$ cat config.mk
export PLATFORM = sky130hd
export DESIGN_NAME = halfpel_pred
export DESIGN_NICKNAME = d
export VERILOG_FILES = /design/src/rtl/halfpel_pred.sv
export SDC_FILE = /design/constraint.sdc
export NUM_CORES = 1
export LEC_CHECK = 0
export ABC_AREA = 1
export CAP_MARGIN = 20
export CORE_MARGIN = 3
export CORE_UTILIZATION = 60
export CTS_BUF_LIST = sky130_fd_sc_hd__clkbuf_4
export DETAILED_ROUTE_END_ITERATION = 16
export PLACE_DENSITY = 0.81
export REMOVE_ABC_BUFFERS = 1
export SYNTH_ARGS = -nofsm -noshare
export SYNTH_HDL_FRONTEND = slang
export SYNTH_SLANG_ARGS = --single-unit
$ cat constraint.sdc
create_clock -name clk -period 9.6 [get_ports clk]
set_input_delay 1.44 -clock clk [delete_from_list [all_inputs] [get_ports clk]]
set_output_delay 1.44 -clock clk [all_outputs]
set_load 0.05 [all_outputs]
$ cat src/rtl/halfpel_pred.sv
module halfpel_pred #(
  parameter int AW = 16,
  parameter int SW = 12
) (
  input  logic          clk,
  input  logic          rst_n,
  input  logic          start,
  input  logic [1:0]    mode,
  input  logic          rnd,
  input  logic [AW-1:0] src_addr,
  input  logic [SW-1:0] src_stride,
  input  logic [AW-1:0] dst_addr,
  input  logic [SW-1:0] dst_stride,
  output logic          rd_en,
  output logic [AW-3:0] rd_addr,
  input  logic [31:0]   rd_data,
  output logic          wr_en,
  output logic [AW-1:0] wr_addr,
  output logic [63:0]   wr_data,
  output logic          done
);
  localparam int WAW = AW - 2;
  localparam int PIX = 8;
  localparam int RB  = PIX + 1;
  localparam int NW  = 3;

  typedef enum logic [2:0] {S_IDLE, S_FETCH, S_WAIT, S_ROW, S_FIN} st_t;
  st_t st;

  logic [1:0]    md;
  logic          rn;
  logic [AW-1:0] rbyte;
  logic [SW-1:0] sstr, dstr;
  logic [AW-1:0] daddr;
  logic [1:0]    wi;
  logic [3:0]    srow;
  logic          pend_v;
  logic [1:0]    pend_i;
  logic [31:0]   wbuf [NW];
  logic [7:0]    prev [RB];
  logic [7:0]    cur  [RB];
  logic [63:0]   pix;
  logic [4:0]    case_idx;
  logic          last_row, emit;

  assign case_idx = {md, rn, rbyte[1:0]};
  assign rd_en    = (st == S_FETCH);
  assign rd_addr  = rbyte[AW-1:2] + WAW'(wi);
  assign last_row = (srow == (case_idx[4] ? 4'd8 : 4'd7));
  assign emit     = !(case_idx[4] && srow == 4'd0);

  logic [95:0] cat;
  logic [6:0]  boff;
  assign cat  = {wbuf[2], wbuf[1], wbuf[0]};
  assign boff = {2'b00, case_idx[1:0], 3'b000};

  for (genvar k = 0; k < RB; k++) begin : g_ext
    assign cur[k] = cat[boff + 7'(k*8) +: 8];
  end

  for (genvar k = 0; k < PIX; k++) begin : g_pix
    logic [8:0] hs, vs;
    logic [9:0] ds;
    assign hs = {1'b0, cur[k]} + {1'b0, cur[k+1]} + {8'd0, ~case_idx[2]};
    assign vs = {1'b0, prev[k]} + {1'b0, cur[k]} + {8'd0, ~case_idx[2]};
    assign ds = {2'b0, prev[k]} + {2'b0, prev[k+1]} + {2'b0, cur[k]}
              + {2'b0, cur[k+1]} + {8'd0, ~case_idx[2], case_idx[2]};
    always_comb begin
      case (case_idx[4:3])
        2'd0:    pix[k*8 +: 8] = cur[k];
        2'd1:    pix[k*8 +: 8] = hs[8:1];
        2'd2:    pix[k*8 +: 8] = vs[8:1];
        default: pix[k*8 +: 8] = ds[9:2];
      endcase
    end
  end

  always_ff @(posedge clk) begin
    if (!rst_n) begin
      pend_v <= 1'b0;
      pend_i <= '0;
    end else begin
      pend_v <= rd_en;
      pend_i <= wi;
      if (pend_v) wbuf[pend_i] <= rd_data;
    end
  end

  always_ff @(posedge clk) begin
    if (!rst_n) begin
      st      <= S_IDLE;
      md      <= '0;
      rn      <= 1'b0;
      rbyte   <= '0;
      sstr    <= '0;
      dstr    <= '0;
      daddr   <= '0;
      wi      <= '0;
      srow    <= '0;
      wr_en   <= 1'b0;
      wr_addr <= '0;
      wr_data <= '0;
      done    <= 1'b0;
      for (int i = 0; i < RB; i++) prev[i] <= '0;
    end else begin
      wr_en <= 1'b0;
      done  <= 1'b0;
      case (st)
        S_IDLE: if (start) begin
          md    <= mode;
          rn    <= rnd;
          rbyte <= src_addr;
          sstr  <= src_stride;
          dstr  <= dst_stride;
          daddr <= dst_addr;
          wi    <= '0;
          srow  <= '0;
          st    <= S_FETCH;
        end
        S_FETCH: begin
          if (wi == 2'd2) begin
            wi <= '0;
            st <= S_WAIT;
          end else begin
            wi <= wi + 2'd1;
          end
        end
        S_WAIT: st <= S_ROW;
        S_ROW: begin
          for (int i = 0; i < RB; i++) prev[i] <= cur[i];
          rbyte <= rbyte + AW'(sstr);
          srow  <= srow + 4'd1;
          if (emit) begin
            wr_en   <= 1'b1;
            wr_data <= pix;
            wr_addr <= daddr;
            daddr   <= daddr + AW'(dstr);
          end
          st <= last_row ? S_FIN : S_FETCH;
        end
        S_FIN: begin
          done <= 1'b1;
          st   <= S_IDLE;
        end
        default: st <= S_IDLE;
      endcase
    end
  end
endmodule

==> run_results.csv, run 1 <==
group,metric,value,unit
detailed_routing,drtIter0Drc,2262,
place,place_area,0.0309,mm²
setup_path,regToRegSetupSlack,4.86,ns
detailed_routing,drt-pass1-iter-count,6,
worst_hold_path,min_from,"srow[3]",
timing,slew_headroom,27.9,%
layout,final.fill_count,4047,
die,start_util,61.0,%
die,row_count,79,
detailed_routing,via_per_inst,5.62,
setup_path,critPathRequiredTime,8.16,ns
die,num_io_pins,191,
layout,design_area,0.0321,mm²
timing,finalClockSkew,0.0788,ns
power_and_ir_drop,clkPwrFrac,20.1,%
power_and_ir_drop,power.share.sequential,23.7,%
setup_path,crit_slowest_cell,"clkdlybuf4s50_1",
clock_tree,cts_resized,0,
clock_tree,post_cts_buffers,0,
power_and_ir_drop,vdd_drop_max,0.000128,V
die,die_area,0.0502,mm²
clock_tree,clock_path_buffers,3,
setup_path,end_kind,"output pin",
setup_path,cp_cell_sequence,"ha_1, inv_1, fa_1, nor2_1, nand3_1, nor3_1, nand3_1, nor2_1, xor2_1, clkdlybuf4s50_1",
place,hpwl,63.0,mm
detailed_routing,postRouteAntennaNets,0,
global_routing,grt_usage,33.9,%
die,core,0.0468,mm²
clock_tree,htreeDepth,3,
yosys,synth-seq-cells,321,
detailed_routing,vias,27199,
timing,finalHoldViolations,0,
layout,seq_area,0.00811,mm²
layout,drive_gt1_share,5.37,%
global_routing,grt_max_degree,88,
setup_path,cpPeakStageDelay,0.84,ns
layout,synthToLayoutAreaGrowth,12.6,%
yosys,synth_warnings,0,
timing,setup_viol,0,
yosys,synth_area_per_cell,7.21,µm²
detailed_routing,routedWlPerCell,17.5,µm
layout,fin_nets,4625,
clock_tree,cts_tree,"yes",
layout,post-route-util,68.7,%
yosys,async_flop_share,0,%
yosys,synth-edff-count,168,
place,io_buffer_count,190,
layout,mostFrequentLayoutCell,"nand2_1",
timing,rsz0062_at_grt,"false",
setup_path,r2r_start,"rbyte[0]",
detailed_routing,routed_wl,85.0,mm
power_and_ir_drop,switching_share,47.0,%
setup_path,crit_type,"reg2out",
setup_path,cp_max_fo,3,
timing,fin_crit,5.29,ns
yosys,synth_sequential_area_ratio,28.4,%
timing,holdWs,0.465,ns
global_routing,grt_pass1_wl,135,mm
layout,layout_common_cells,"nand2_1, inv_1, nor2_1",
setup_path,crit_start,"rbyte[2]",
setup_path,crit_buf_inv,2,
yosys,synth_ff_type,"edfxtp_1",
timing,finalCritPeriodShare,55.1,%
die,die_width,224,µm
setup_path,cp_data_arrival_time,3.85,ns
worst_hold_path,hp-class,"reg2reg",
clock_tree,cts_inserted_buffers,91,
timing,slew_violations,0,
power_and_ir_drop,p_int,3.59,mW
yosys,yosysUniqueCellTypes,48,
outcome,status,"completed",
layout,multiInputGateArea,0.0174,mm²
clock_tree,clk_pin_slew,0.07,ns
setup_path,crit_family,"simple AND/OR/NAND/NOR gates",
timing,max_slew.worst_pin.slew,1.08,ns
global_routing,grt_overflow,0,
yosys,syn_area,0.0285,mm²
power_and_ir_drop,p_leak,15.7,nW
timing,setup-tns-final,0,ns
detailed_routing,drc,0,
clock_tree,clock_latency,0.89,ns
global_routing,antenna_found_initial,6,
global_routing,first_global_vias,25973,
timing,max_freq,189,MHz
clock_tree,cts_hold_buf,0,
clock_tree,clock-sinks,321,
setup_path,critPathLaunchType,"flop",
place,place_congestion,0.950,
run,cap_violations,0,
die,die_h,224,µm
yosys,synthCells,3958,
power_and_ir_drop,pwr-share-comb,56.2,%
power_and_ir_drop,p_per_area,211,mW/mm²
power_and_ir_drop,switchingPower,3.18,mW
clock_tree,root_buffer,"clkbuf_4",
==> logic make-up after synthesis <==
kind of cell / count (synthesis) / share of synthesized area, %
and+or+nand+nor: 1692 / 24.7
buffers and inverters: 787 / 10.8
AOI/OAI and AO/OA: 742 / 14.3
adders and majority gates: 375 / 20.5
DFF: 321 / 28.4
xor gates and xnor gates: 38 / 1.17
muxes: 3 / 0.105
==> cells in the mapped netlist (13+ instances only) <==
library cell / number / area, µm²
inv_1: 663 / 2490
o21ai_0: 269 / 1350
buf_2: 40 / 200
edfxtp_1: 168 / 5040
xor2_1: 27 / 236
a21o_1: 20 / 150
or2_2: 25 / 156
nand3_1: 238 / 1190
clkbuf_1: 49 / 184
nand3b_1: 20 / 150
nor3_1: 15 / 75.1
nand2_1: 893 / 3350
nor2_1: 413 / 1550
o21ai_1: 26 / 130
o21a_1: 58 / 435
fa_1: 155 / 3100
dfxtp_1: 153 / 3060
o211ai_1: 13 / 97.6
ha_1: 220 / 2750
nand4_1: 80 / 500
a21oi_1: 300 / 1500
==> worst reg2reg max path, cell delays in order (launching register included) <==
cell	delay, ns
dfxtp_4	0.50
inv_2	0.75
o21ai_0	0.32
o21ai_0	0.38
inv_1	0.25
fa_1	0.56
inv_1	0.06
fa_1	0.53
inv_1	0.04
ha_1	0.27
nand2_1	0.07
nand2_1	0.09
nand2_1	0.07
nand2_1	0.09
nand2_1	0.08
nand2_1	0.09
nand2_1	0.10
nand2_1	0.05
nand2_1	0.06
a21oi_1	0.05
nor2_1	0.17
nor2_1	0.05
==> area by class of cell <==
class | instances | share of cell area (%)
clock buffers | 131 | 3.06
repair buffers | 218 | 6.57
well taps | 607 | 2.36
clock inverters | 37 | 0.744
diodes | 3 | 0.0234
multi-input cells | 2850 | 54.1
flip-flops and latches | 321 | 25.2
inverters | 674 | 7.89
==> sequential cells by signal (all words and copies together) (netlist names), 3 cells and up <==
register and flops:
wbuf 96, prev 72, wr_data 64, daddr 16, rbyte 16, wr_addr 16, dstr 12, sstr 12
srow 4, st 3
==> power by group through the flow <==
stage               logic, mW  clock network (mW)  registers, mW
finish                   3.80                1.36           1.61
global route             4.32                1.46           1.61
CTS                      3.75                1.39           1.60
detailed placement       3.72                   0           1.63
global placement         3.67                   0           1.63
floorplan                2.74                   0           1.69
==> stage by stage <==
step	setup WS, ns	cells	total power [mW]
finish	4.31	4841	6.77
global route	4.11	4841	7.39
CTS	4.29	4838	6.74
detailed placement	4.93	4670	5.35
global placement	5.03	4670	5.30
floorplan	3.62	3845	4.43
==> final timing paths <==
kind / depth (start not counted) / endpoint
setup / recovery: 10 / rd_addr[12]
hold / removal: 1 / srow[3]
setup reg to reg: 21 / wr_data[53]
hold reg to reg: 1 / srow[3]
==> layer usage <==
metal  track usage, %  vias up  share of wire [%]  wire length (µm)
li1                 -    13328                  -                 -
met1             45.5    12415                 41             35200
met2             54.4     1218                 45             38200
met3             7.44      230                9.8              8340
met4             12.1        8                3.7              3170
met5                0        -              0.065                55
Power figures use the tool's default switching activity.
==> run 2: changes to the inputs <==
==> constraint.sdc (replaced) <==
create_clock -name clk -period 5.1 [get_ports clk]
set_input_delay 0.765 -clock clk [delete_from_list [all_inputs] [get_ports clk]]
set_output_delay 0.765 -clock clk [all_outputs]
set_load 0.05 [all_outputs]
==> run 2 against run 1 <==
Compared with the run above:
- clock skew fell by 0.0051 ns
- clock-buffer cell count fell by 8
- sequential share of layout area fell by 0.092 points
- power rose by 89%
- highest routed layer unchanged
- non-clock buffer count rose by 9
- largest power group unchanged
- sequential power rose by 88%
- final cell count rose by 0.25%
- clock power rose by 86%
- largest cell class unchanged
- first-iteration DRC count rose by 16%
==> run_results.csv, run 2 (synthesis gave the netlist of run 1 again) <==
group,metric,value,unit
outcome,status,"completed",
setup_path,critPathLaunchType,"flop",
setup_path,cp_cell_sequence,"ha_1, inv_1, fa_1, nor2_1, nand3_1, nor3_1, nand3_1, nor2_1, xor2_1, clkdlybuf4s50_1",
setup_path,crit_slowest_cell,"clkdlybuf4s50_1",
global_routing,antenna_found_initial,9,
detailed_routing,routed_wl,86.2,mm
layout,top_register,"wbuf",
place,place_congestion,0.960,
run,cap_violations,0,
clock_tree,root_buffer,"clkbuf_4",
clock_tree,clock_latency,0.88,ns
setup_path,cp_data_arrival_time,3.78,ns
timing,fin_crit,4.55,ns
setup_path,cp_max_fo,3,
layout,layout_common_cells,"nand2_1, inv_1, nor2_1",
clock_tree,clk_pin_slew,0.07,ns
clock_tree,clock-sinks,321,
place,hpwl,64.2,mm
setup_path,r2r-end,"wr_data[63]",
detailed_routing,postRouteAntennaNets,0,
power_and_ir_drop,p_leak,15.8,nW
global_routing,grt_pass1_wl,135,mm
timing,fin_ws,0.552,ns
timing,rsz0062_at_grt,"false",
detailed_routing,drt-pass1-iter-count,6,
layout,synthToLayoutAreaGrowth,13.0,%
timing,finalClockSkew,0.0738,ns
setup_path,r2r_start,"rbyte[0]",
power_and_ir_drop,vdd_drop_max,0.000229,V
detailed_routing,routedWlPerCell,17.8,µm
global_routing,grt_max_degree,84,
detailed_routing,vias,27283,
setup_path,crit_buf_inv,2,
clock_tree,cts_tree,"yes",
clock_tree,cts_hold_buf,0,
power_and_ir_drop,p_per_area,397,mW/mm²
timing,setup_viol,0,
detailed_routing,via_per_inst,5.62,
layout,fin_nets,4635,
setup_path,cpPeakStageDelay,0.82,ns
layout,largest_register_ffs,96,
setup_path,regToRegSetupSlack,0.69,ns
timing,slew_violations,0,
timing,finalCritPeriodShare,89.2,%
layout,design_area,0.0322,mm²
setup_path,crit_family,"simple AND/OR/NAND/NOR gates",
layout,reg.largest.list,"wbuf: 96 flops, prev: 72 flops, wr_data: 64 flops",
die,row_count,79,
place,place_area,0.0310,mm²
clock_tree,post_cts_buffers,0,
worst_hold_path,min_from,"rst_n",
die,die_area,0.0502,mm²
timing,finalHoldViolations,0,
global_routing,grt_overflow,0,
timing,holdWs,0.475,ns
setup_path,crit_type,"reg2out",
layout,drive_gt1_share,5.54,%
die,die_width,224,µm
worst_hold_path,hp-class,"in2reg",
timing,max_slew.worst_pin.slew,1.04,ns
detailed_routing,drtIter0Drc,2631,
setup_path,critPathRequiredTime,4.34,ns
clock_tree,cts_inserted_buffers,92,
setup_path,end_kind,"output pin",
worst_hold_path,hold_depth,3,
clock_tree,htreeDepth,3,
worst_hold_path,whs_endpoint,"rbyte[13]",
place,io_buffer_count,190,
timing,slew_headroom,30.1,%
die,start_util,61.0,%
layout,mostFrequentLayoutCell,"nand2_1",
global_routing,first_global_vias,26083,
global_routing,grt_usage,34.1,%
die,core,0.0468,mm²
detailed_routing,drc,0,
clock_tree,cts_resized,0,
timing,max_freq,220,MHz
setup_path,rr_worst_depth,15,
place,pre_cts_ws,0.766,ns
die,num_io_pins,191,
clock_tree,clock_path_buffers,3,
die,die_h,224,µm
[run 2: tightest hold or removal path, stage by stage]
cell     delay [ns]
buf_4          0.31
nand2_1        0.16
nand2_1        0.05
[run 2: layout make-up]
type / instances / area (µm²)
timing repair buffer: 227 / 2230
inverter: 674 / 2530
sequential: 321 / 8110
multi-input combinational: 2850 / 17400
tap: 607 / 759
clock inverter: 46 / 287
antenna: 5 / 12.5
clock buffer: 123 / 923
fill: 4089 / 14500
[run 2: through the flow]
stage                     power, mW  utilization, %  instances  setup TNS, ns
final                          12.8            69.0       4853              0
after CTS                      12.8            68.9       4848              0
after floorplan                8.34               -       3845         -43.10
after global routing           13.9            69.0       4852              0
after detailed placement       10.2            66.4       4679              0
after global placement         10.1            66.3       4678              0
[run 2: how the worst max path moves through the flow]
stage / slack [ns] / from / depth (start not counted) / end
4_1_cts: 0.50 / rbyte[2] / 10 / rd_addr[12]
2_1_floorplan: -0.88 / rbyte[0] / 19 / wr_data[40]
5_1_grt: 0.28 / rbyte[0] / 17 / wr_data[13]
6_report: 0.55 / rbyte[2] / 10 / rd_addr[12]
3_3_place_gp: 0.84 / rbyte[0] / 16 / wr_data[3]
3_5_place_dp: 0.77 / rbyte[0] / 17 / wr_data[13]
[run 2: report_power, final]
| group | switching [mW] | internal (mW) | total [mW] |
|---|---|---|---|
| clock network | 1.23 | 1.29 | 2.53 |
| logic | 4.71 | 2.56 | 7.27 |
| registers | 0.130 | 2.89 | 3.02 |
| total | 6.07 | 6.74 | 12.8 |
[run 2: per-layer routing]
metal | up-vias | GRT usage, % | part of all wire [%]
met5 | - | 0 | 0.072
met4 | 10 | 17.5 | 5.4
met3 | 282 | 8.79 | 11
met2 | 1338 | 53.8 | 44
met1 | 12292 | 43.7 | 40
li1 | 13361 | - | -
